### src/rtl/dma_chan_pkg.sv
package dma_chan_pkg;

  localparam int NUM_PTR = 6;

  // command bits inside a write to the control/status word
  localparam int CMD_SET_EN   = 0;
  localparam int CMD_SET_UPD  = 1;
  localparam int CMD_CLR_DONE = 2;
  localparam int CMD_RESET    = 3;
  localparam int CMD_DIR      = 4;

  // flag positions in the read-back word
  localparam int FLG_EN   = 24;
  localparam int FLG_UPD  = 25;
  localparam int FLG_DONE = 26;
  localparam int FLG_DIR  = 27;

  localparam int OFF_CSR = 32'h0000;

  // pointer index 0 is the working address, 1 is the limit
  function automatic int ptrOffset(input int idx);
    case (idx)
      0:       return 32'h4000;
      1:       return 32'h4004;
      2:       return 32'h4008;
      3:       return 32'h400C;
      4:       return 32'h4200;
      default: return 32'h4204;
    endcase
  endfunction

  typedef struct packed {
    logic [NUM_PTR-1:0] hit;
    logic               wrEn;
    logic               advance;
  } ptrCtl_t;

endpackage

### src/rtl/dma_chan_ctrl.sv
module dma_chan_ctrl
  import dma_chan_pkg::*;
#(
  parameter int ADDR_W = 15,
  parameter int DATA_W = 32
) (
  input  logic              clk,
  input  logic              rstN,
  input  logic              regSel,
  input  logic              regWr,
  input  logic [ADDR_W-1:0] regAddr,
  input  logic [3:0]        regByteEn,
  input  logic [DATA_W-1:0] regWdata,
  input  logic              beatValid,
  input  logic              lastBeat,
  output ptrCtl_t           ctl,
  output logic              csrHit,
  output logic [DATA_W-1:0] csrWord,
  output logic              enable,
  output logic              dirFlag,
  output logic              doneFlag
);

  logic legalAcc, csrWrite, engineDone;
  logic enQ, updQ, doneQ, dirQ;
  logic enD, updD, doneD, dirD;

  assign legalAcc = regSel && (regByteEn == 4'hF) && (regAddr[1:0] == 2'b00);
  assign csrHit   = legalAcc && (regAddr == ADDR_W'(OFF_CSR));
  assign csrWrite = csrHit && regWr;

  for (genvar i = 0; i < NUM_PTR; i++) begin : gHit
    assign ctl.hit[i] = legalAcc && (regAddr == ADDR_W'(ptrOffset(i)));
  end
  assign ctl.wrEn    = regWr;
  assign ctl.advance = beatValid && enQ;

  assign engineDone = ctl.advance && lastBeat;

  always_comb begin
    enD   = enQ;
    updD  = updQ;
    doneD = doneQ;
    dirD  = dirQ;
    if (engineDone) begin
      enD   = 1'b0;
      doneD = 1'b1;
    end
    if (csrWrite) begin
      if (regWdata[CMD_SET_EN])   enD   = 1'b1;
      if (regWdata[CMD_SET_UPD])  updD  = 1'b1;
      if (regWdata[CMD_DIR])      dirD  = 1'b1;
      if (regWdata[CMD_CLR_DONE]) doneD = 1'b0;
      if (regWdata[CMD_RESET]) begin
        enD   = 1'b0;
        updD  = 1'b0;
        doneD = 1'b0;
        dirD  = 1'b0;
      end
    end
  end

  always_ff @(posedge clk) begin
    if (!rstN) begin
      enQ   <= 1'b0;
      updQ  <= 1'b0;
      doneQ <= 1'b0;
      dirQ  <= 1'b0;
    end else begin
      enQ   <= enD;
      updQ  <= updD;
      doneQ <= doneD;
      dirQ  <= dirD;
    end
  end

  always_comb begin
    csrWord           = '0;
    csrWord[FLG_EN]   = enQ;
    csrWord[FLG_UPD]  = updQ;
    csrWord[FLG_DONE] = doneQ;
    csrWord[FLG_DIR]  = dirQ;
  end

  assign enable   = enQ;
  assign dirFlag  = dirQ;
  assign doneFlag = doneQ;

  AST_RESET_CLEARS: assert property (@(posedge clk) disable iff (!rstN)
    (csrWrite && regWdata[CMD_RESET]) |=> (!enQ && !updQ && !doneQ && !dirQ));

  AST_DONE_AT_LIMIT: assert property (@(posedge clk) disable iff (!rstN)
    (ctl.advance && lastBeat && !csrWrite) |=> (doneQ && !enQ));

  AST_CLR_DONE: assert property (@(posedge clk) disable iff (!rstN)
    (csrWrite && regWdata[CMD_CLR_DONE] && !regWdata[CMD_RESET])
      |=> (!doneQ && updQ == $past(updQ || regWdata[CMD_SET_UPD])));

  AST_EN_STICKY: assert property (@(posedge clk) disable iff (!rstN)
    (enQ && !csrWrite && !(ctl.advance && lastBeat)) |=> enQ);

  AST_DIR_STICKY: assert property (@(posedge clk) disable iff (!rstN)
    (dirQ && !(csrWrite && regWdata[CMD_RESET])) |=> dirQ);

endmodule

### src/rtl/dma_chan_dp.sv
module dma_chan_dp
  import dma_chan_pkg::*;
#(
  parameter int DATA_W = 32,
  parameter int STEP   = 4
) (
  input  logic              clk,
  input  logic              rstN,
  input  ptrCtl_t           ctl,
  input  logic [DATA_W-1:0] wrData,
  output logic [DATA_W-1:0] ptrRd,
  output logic              lastBeat
);

  localparam logic [DATA_W-1:0] STEP_V = DATA_W'(STEP);

  logic [NUM_PTR-1:0][DATA_W-1:0] rdTerm;
  logic [DATA_W-1:0] nextQ, limitQ;

  for (genvar i = 0; i < NUM_PTR; i++) begin : gPtr
    logic [DATA_W-1:0] q;
    always_ff @(posedge clk) begin
      if (!rstN) begin
        q <= '0;
      end else if (ctl.wrEn && ctl.hit[i]) begin
        q <= wrData;
      end else if ((i == 0) && ctl.advance) begin
        q <= q + STEP_V;
      end
    end
    assign rdTerm[i] = ctl.hit[i] ? q : '0;
  end

  assign nextQ  = gPtr[0].q;
  assign limitQ = gPtr[1].q;

  assign lastBeat = (nextQ + STEP_V) == limitQ;

  always_comb begin
    ptrRd = '0;
    for (int i = 0; i < NUM_PTR; i++) ptrRd = ptrRd | rdTerm[i];
  end

  AST_ADVANCE_STEP: assert property (@(posedge clk) disable iff (!rstN)
    (ctl.advance && !(ctl.wrEn && ctl.hit[0])) |=> nextQ == $past(nextQ) + STEP_V);

  AST_HOLD_IDLE: assert property (@(posedge clk) disable iff (!rstN)
    (!ctl.advance && !(ctl.wrEn && ctl.hit[0])) |=> $stable(nextQ));

  AST_WRITE_WINS: assert property (@(posedge clk) disable iff (!rstN)
    (ctl.wrEn && ctl.hit[0]) |=> nextQ == $past(wrData));

endmodule

### src/rtl/dma_chan_regs.sv
module dma_chan_regs
  import dma_chan_pkg::*;
#(
  parameter int ADDR_W = 15,
  parameter int DATA_W = 32,
  parameter int STEP   = 4
) (
  input  logic              clk,
  input  logic              rstN,
  input  logic              regSel,
  input  logic              regWr,
  input  logic [ADDR_W-1:0] regAddr,
  input  logic [3:0]        regByteEn,
  input  logic [DATA_W-1:0] regWdata,
  output logic [DATA_W-1:0] regRdata,
  input  logic              beatValid,
  output logic              beatReady,
  output logic              devToMem,
  output logic              irqDone
);

  ptrCtl_t           ctl;
  logic              csrHit, lastBeat, enable, dirFlag, doneFlag;
  logic [DATA_W-1:0] csrWord, ptrRd;

  dma_chan_ctrl #(.ADDR_W(ADDR_W), .DATA_W(DATA_W)) uCtrl (
    .clk       (clk),
    .rstN      (rstN),
    .regSel    (regSel),
    .regWr     (regWr),
    .regAddr   (regAddr),
    .regByteEn (regByteEn),
    .regWdata  (regWdata),
    .beatValid (beatValid),
    .lastBeat  (lastBeat),
    .ctl       (ctl),
    .csrHit    (csrHit),
    .csrWord   (csrWord),
    .enable    (enable),
    .dirFlag   (dirFlag),
    .doneFlag  (doneFlag)
  );

  dma_chan_dp #(.DATA_W(DATA_W), .STEP(STEP)) uDp (
    .clk      (clk),
    .rstN     (rstN),
    .ctl      (ctl),
    .wrData   (regWdata),
    .ptrRd    (ptrRd),
    .lastBeat (lastBeat)
  );

  always_comb begin
    regRdata = '0;
    if (regSel && !regWr) regRdata = csrHit ? csrWord : ptrRd;
  end

  assign beatReady = enable;
  assign devToMem  = dirFlag;
  assign irqDone   = doneFlag;

  AST_IRQ_AFTER_DONE: assert property (@(posedge clk) disable iff (!rstN)
    (beatValid && beatReady && lastBeat && !(regSel && regWr)) |=> irqDone);

endmodule

### config.mk
export PLATFORM = sky130hd
export DESIGN_NAME = dma_chan_regs
export DESIGN_NICKNAME = d
export VERILOG_FILES = /design/src/rtl/dma_chan_pkg.sv /design/src/rtl/dma_chan_ctrl.sv /design/src/rtl/dma_chan_dp.sv /design/src/rtl/dma_chan_regs.sv
export SDC_FILE = /design/constraint.sdc
export NUM_CORES = 1
export LEC_CHECK = 0
export BUFFER_PORTS_ARGS = -buffer_cell sky130_fd_sc_hd__clkbuf_2
export CORE_MARGIN = 2
export CORE_UTILIZATION = 65
export CTS_BUF_LIST = sky130_fd_sc_hd__clkbuf_4 sky130_fd_sc_hd__clkbuf_8 sky130_fd_sc_hd__clkbuf_16
export DETAILED_ROUTE_END_ITERATION = 7
export PLACE_DENSITY = 0.86
export SYNTH_ARGS = -nofsm -noshare
export SYNTH_HDL_FRONTEND = slang
export SYNTH_HIERARCHICAL = 1
export SYNTH_SLANG_ARGS = --single-unit
### constraint.sdc
create_clock -name clk -period 7.9 [get_ports clk]
set_input_delay 1.58 -clock clk [delete_from_list [all_inputs] [get_ports clk]]
set_output_delay 1.58 -clock clk [all_outputs]
set_load 0.1 [all_outputs]
==> results of run 1 <==
worst min path at each step:
stage	slack, ns	end	depth (start not counted)	startpoint
after floorplan	0.44	uDp/gPtr[4].q[0]	2	uDp/gPtr[4].q[0]
after global placement	0.44	uDp/gPtr[5].q[10]	2	uDp/gPtr[5].q[10]
after detailed placement	0.45	uDp/gPtr[4].q[2]	2	uDp/gPtr[4].q[2]
after CTS	0.46	uDp/gPtr[4].q[2]	2	uDp/gPtr[4].q[2]
after global routing	0.47	uDp/gPtr[4].q[7]	2	uDp/gPtr[4].q[7]
final	0.46	uDp/gPtr[5].q[10]	2	uDp/gPtr[5].q[10]
Yosys cell counts, types with 2 or more instances:
library cell,instances,area (um^2)
a2111oi_0,2,17.5
a211oi_1,22,165
a21oi_1,168,841
a22oi_1,97,728
a311oi_1,2,17.5
a41oi_1,3,26.3
and2_1,9,56.3
and3_1,4,25.0
buf_1,2,7.51
buf_12,3,60.1
buf_2,11,55.1
buf_4,35,263
clkbuf_1,95,357
dfxtp_1,196,3920
inv_1,8,30.0
mux2i_1,33,330
nand2_1,360,1350
nand3_1,51,255
nand4_1,14,87.6
nor2_1,90,338
nor3_1,18,90.1
nor3_2,4,40.0
nor4_1,8,50.1
nor4_4,2,42.5
o2111a_1,2,22.5
o21ai_0,7,35.0
or3_1,4,25.0
xnor2_1,44,385
xor2_1,30,263
power breakdown:
part / internal (W) / total (W) / switching [W]
registers: 0.000988 / 0.000988 / 0.000000000778
clock network: 0.000463 / 0.000831 / 0.000367
logic: 0.0000135 / 0.0000590 / 0.0000455
flip-flops by register name, summed over array words and instances, names as in the netlist:
register / count
uDp/gPtr.q: 192
uCtrl/dirFlag: 1
uCtrl/enable: 1
uCtrl/doneFlag: 1
uCtrl/updQ: 1
worst max-delay path, delay by kind of cell:
kind	cells	cell delay, ns
AO/OA/AOI/OAI	1	0.10
buffers and inverters	3	0.92
multiplexers	1	0.10
AND/OR/NAND/NOR	6	2.17
kinds of logic after synthesis:
kind of cell               count (synthesis)
buffers and inverters                    155
other                                      1
muxes                                     33
xor gates and xnor gates                  74
DFF                                      196
AOI/OAI and AO/OA                        311
adders and majority gates                  1
and+or+nand+nor                          580
through the flow:
stage / cell area (um^2) / power, W / worst slack [ns] / hold slack, ns
floorplan: 10200 / 0.00104 / 1.49 / 0.436
global placement: 10400 / 0.00107 / 1.47 / 0.441
detailed placement: 10400 / 0.00107 / 1.47 / 0.446
CTS: 10900 / 0.00188 / 1.48 / 0.455
global route: 10900 / 0.00192 / 1.22 / 0.468
finish: 10900 / 0.00188 / 1.43 / 0.456
final cells by class:
type                       instances  area [um^2]
tap                              188          235
timing repair buffer             110          601
multi-input combinational       1027         5570
inverter                           8         32.5
sequential                       196         3920
clock inverter                     8         78.8
fill                            1229         4280
clock buffer                      23          483
layer usage:
metal | track usage, % | up-vias
met4 | 20.7 | 0
li1 | - | 4576
met5 | 0 | -
met2 | 62.8 | 670
met3 | 7.36 | 132
met1 | 47.2 | 4632
==> flow_summary.yaml, run 1 <==
status:
  outcome: "finished, final reports clean"
routing:
  first_iter_violations: 1268
  wirelength_mm: 31.5
  vias: 10000
  wl_met3_mm: 3.33
  firstDrtPassIters: 7
  wl_met1_mm: 11.6
  ant_nets: 0
  wl_per_cell_um: 20.2
  top_layer_used: "met4"
  drc_errors: 0
  wl_met2_mm: 14.8
  viasPerCell: 6.42
yosys:
  synth-seq-cells: 196
  netlist_area_um2: 10100
  async_reset_ff_share_pct: 0
  synthMuxAreaShare_pct: 3.25
  ys_warn_count: 6
  yosys.area_share.simple_pct: 24.9
  synth_cell_types: 56
  synthAdderAreaFrac_pct: 0.123
  synth_compound_area_share_pct: 18.9
  synthesis.instances: 1351
  synth-main-ff-cell: "dfxtp_1"
  synth_top_family_by_area: "simple AND/OR/NAND/NOR gates"
  avgSynthCellArea_um2: 7.51
  ys_seq_area_share_pct: 38.7
  synth-xor-area-share_pct: 6.39
  synth_edf_count: 0
power_and_ir_drop:
  ir_worst_vdd_v: 0.000156
  p_per_area_nw_per_um2: 172
  p_leak_nw: 3.71
clocking:
  cts_setup_buffers: 0
  cts_hold_buffers: 0
  cts_sinks: 196
  htree_levels: 4
  clk_pin_slew_ns: 0.06
  cts_root_buffer: "clkbuf_16"
  cts_buffers: 17
  clk_path_buf_depth: 2
  post_cts_resized: 0
  cts_tree: "done"
  clk_latency_ns: 0.43
hold_path:
  holdCritPathClass: "reg2reg"
die:
  die-area_um2: 16600
  placementRows: 45
  initial_core_util_pct: 66.8
  io_pins: 91
  die_y_um: 129
  die_w_um: 129
  design.core.area_um2: 15200
setup_path:
  arrival_ns: 4.89
  cp_slowest_stage_delay_ns: 0.61
  endpoint_kind: "output port"
  r2r_end: "uCtrl/enable"
  rr_startpoint: "uDp/gPtr[0].q[2]"
  reg2reg_depth: 11
  critPathRequiredTime_ns: 6.32
  worstSetupEndpoint: "regRdata[20]"
  cp-startpoint: "regAddr[1]"
  critPathMaxFanout: 15
  critical_path_class: "in2out"
  worstSetupStartpointType: "input pin"
  r2r_slack_ns: 4.66
  crit_chain: "clkbuf_2, or4_1, nor4_4, nand3_1, nor3_4, buf_4, a22oi_1, nand3_1, mux2i_1, nor2_1, clkbuf_2"
  cpMaxStageDelayCell: "nor3_4"
timing:
  min_period_over_period_pct: 81.9
  tns_ns: 0
  skew_ns: 0.00825
  finalCriticalPeriod_ns: 6.47
  fmax_ghz: 0.155
  report.final.slew_viol_count: 0
  rsz0062_at_grt: "false"
  hold_violations: 0
  maxSlewHeadroom_pct: 24.9
  worst_pin_slew_ns: 1.12
  setup_violations: 0
finish:
  area_growth_pct: 7.66
  final_net_count: 1417
  n_antenna_cell: 0
  layout.cells.non_filler: 1560
  mostFrequentLayoutCells: "nand2_1, dfxtp_1, a21oi_1"
  final_common_cell: "nand2_1"
  final_util_pct: 71.9
  layout-drive-gt1-share_pct: 11.9
global_routing:
  grt_max_degree: 109
  grt_pass1_wl_mm: 48.8
  grt_use_total_pct: 38.1
  grt_overflow: 0
  grt_pass1_vias: 9097
  antenna_found_initial: 1
placement:
  gp_congestion: 1.05
  port_buffers: 90
  hpwlAfterDp_mm: 20.4
  dp_cells: 1529
job:
  cap_viol_max_count: 0
(Power assumes the default switching activity.)
==> run 2: changes to the inputs <==
Settings changed: CORE_UTILIZATION 65 to 54, PLACE_DENSITY 0.86 to 0.76.
Clock period 7.9 ns to 5.2 ns, I/O delays scaled along.
==> flow_summary.yaml, run 2 (synthesis results as in run 1) <==
finish:
  max_flop_register: "uDp/gPtr.q"
  final_common_cell: "nand2_1"
  mostFrequentLayoutCells: "nand2_1, dfxtp_1, a21oi_1"
  final_net_count: 1418
  largest_register_ff_count: 192
  area_growth_pct: 14.4
  fin_area_um2: 11600
  n_antenna_cell: 0
  layout-drive-gt1-share_pct: 14.4
placement:
  port_buffers: 90
  pre_cts_slack_ns: 0.451
  gp_congestion: 0.908
  dpl_cell_area_um2: 11100
  hpwlAfterDp_mm: 22.2
power_and_ir_drop:
  sw_frac_of_total_pct: 24.6
  power.net_switching_w: 0.000701
  p_leak_nw: 3.83
  ir_worst_vdd_v: 0.000239
  seq_power_share_pct: 52.7
  p_int_w: 0.00215
  p_per_area_nw_per_um2: 245
  p_clk_share_pct: 43.9
  combPwrFrac_pct: 3.4
  total_power_w: 0.00285
routing:
  firstDrtPassIters: 6
  ant_nets: 0
  wl_per_cell_um: 20.6
  wirelength_mm: 33.1
  vias: 9940
  first_iter_violations: 1317
  viasPerCell: 6.18
  drc_errors: 0
global_routing:
  antenna_found_initial: 0
  grt_pass1_wl_mm: 51.1
  grt_max_degree: 179
  grt_overflow: 0
  grt_use_total_pct: 33.0
  grt_pass1_vias: 9166
setup_path:
  critical_path_class: "in2out"
  critPathMaxFanout: 34
  endpoint_kind: "output port"
  cp-startpoint: "regAddr[10]"
  critPathRequiredTime_ns: 4.16
  reg2reg_depth: 11
  worstSetupStartpointType: "input pin"
  r2r_end: "uCtrl/enable"
  worstSetupEndpoint: "regRdata[22]"
  rr_startpoint: "uDp/gPtr[0].q[2]"
  r2r_slack_ns: 1.80
  arrival_ns: 3.76
timing:
  layout_setup_ws_ns: 0.405
  fmax_ghz: 0.209
  skew_ns: 0.00808
  finalCriticalPeriod_ns: 4.80
  tns_ns: 0
  worst_pin_slew_ns: 1.11
  setup_violations: 0
  report.final.slew_viol_count: 0
  min_period_over_period_pct: 92.2
  maxSlewHeadroom_pct: 25.5
  hold_violations: 0
  rsz0062_at_grt: "false"
clocking:
  post_cts_resized: 0
  cts_setup_buffers: 0
  clk_pin_slew_ns: 0.07
  cts_hold_buffers: 0
  cts_root_buffer: "clkbuf_16"
  cts_sinks: 196
  clk_latency_ns: 0.44
  cts_tree: "done"
  cts_buffers: 17
  clk_path_buf_depth: 2
  htree_levels: 4
die:
  die_w_um: 141
  die_y_um: 141
  io_pins: 91
  die-area_um2: 19900
  initial_core_util_pct: 54.6
  design.core.area_um2: 18600
  placementRows: 50
hold_path:
  holdPathStages: 2
  holdCritPathClass: "reg2reg"
job:
  cap_viol_max_count: 0
status:
  outcome: "finished, final reports clean"
run 2: cell count changes in the layout (fill, tap and decap cells not counted), moves of 2 or more:
cell and delta:
nor2_2 +32, buf_4 -5, inv_6 +4, clkbuf_2 -32
buf_12 +38, clkbuf_8 -2, inv_8 +2, clkbuf_4 -4
nor2_1 -32
run 2: how the worst min path moves through the flow:
stage	start	to	slack (ns)
after floorplan	uDp/gPtr[4].q[0]	uDp/gPtr[4].q[0]	0.44
after global placement	uDp/gPtr[4].q[26]	uDp/gPtr[4].q[26]	0.44
after detailed placement	uDp/gPtr[4].q[28]	uDp/gPtr[4].q[28]	0.45
after CTS	uDp/gPtr[4].q[16]	uDp/gPtr[4].q[16]	0.46
after global routing	uDp/gPtr[4].q[3]	uDp/gPtr[4].q[3]	0.47
final	uDp/gPtr[4].q[24]	uDp/gPtr[4].q[24]	0.46
run 2: power groups by stage:
stage	combinational (W)	sequential, W	clock (W)
floorplan	0.0000504	0.00153	0
global placement	0.0000959	0.00153	0
detailed placement	0.0000961	0.00153	0
CTS	0.0000962	0.00150	0.00125
global route	0.000103	0.00150	0.00132
finish	0.0000981	0.00150	0.00125
run 2: worst max-delay path, cell delays in order:
cell and delay [ns]:
clkbuf_2 0.08, or4b_4 0.54, nor4_4 0.49, nand3_1 0.24, nor3_4 0.15, buf_4 0.41, a22oi_1 0.18, nand3_1 0.14
mux2i_1 0.10, nor2_2 0.16, buf_12 0.20
run 2: area by class of cell:
cell class,count,area (um^2)
repair buffers,111,1160
well taps,234,293
inverters,8,32.5
fillers,1595,6970
clock inverters,15,123
clock buffers,17,425
flip-flops and latches,196,3920
multi-input cells,1027,5650
run 2: metrics by stage:
stage          hold slack [ns]  utilization (%)  instances
3_5_place_dp             0.446             59.6       1576
2_1_floorplan            0.436                -       1378
6_report                 0.456             62.5       1608
3_3_place_gp             0.441             59.6       1576
4_1_cts                  0.456             62.5       1608
5_1_grt                  0.470             62.5       1608
run 2: metal layers:
layer,GRT usage (%),part of all wire (%),vias to the layer above
li1,-,-,4573
met1,41.1,38,4595
met2,53.6,47,622
met3,5.20,8.5,150
met4,20.8,6.9,0
met5,0,0,-
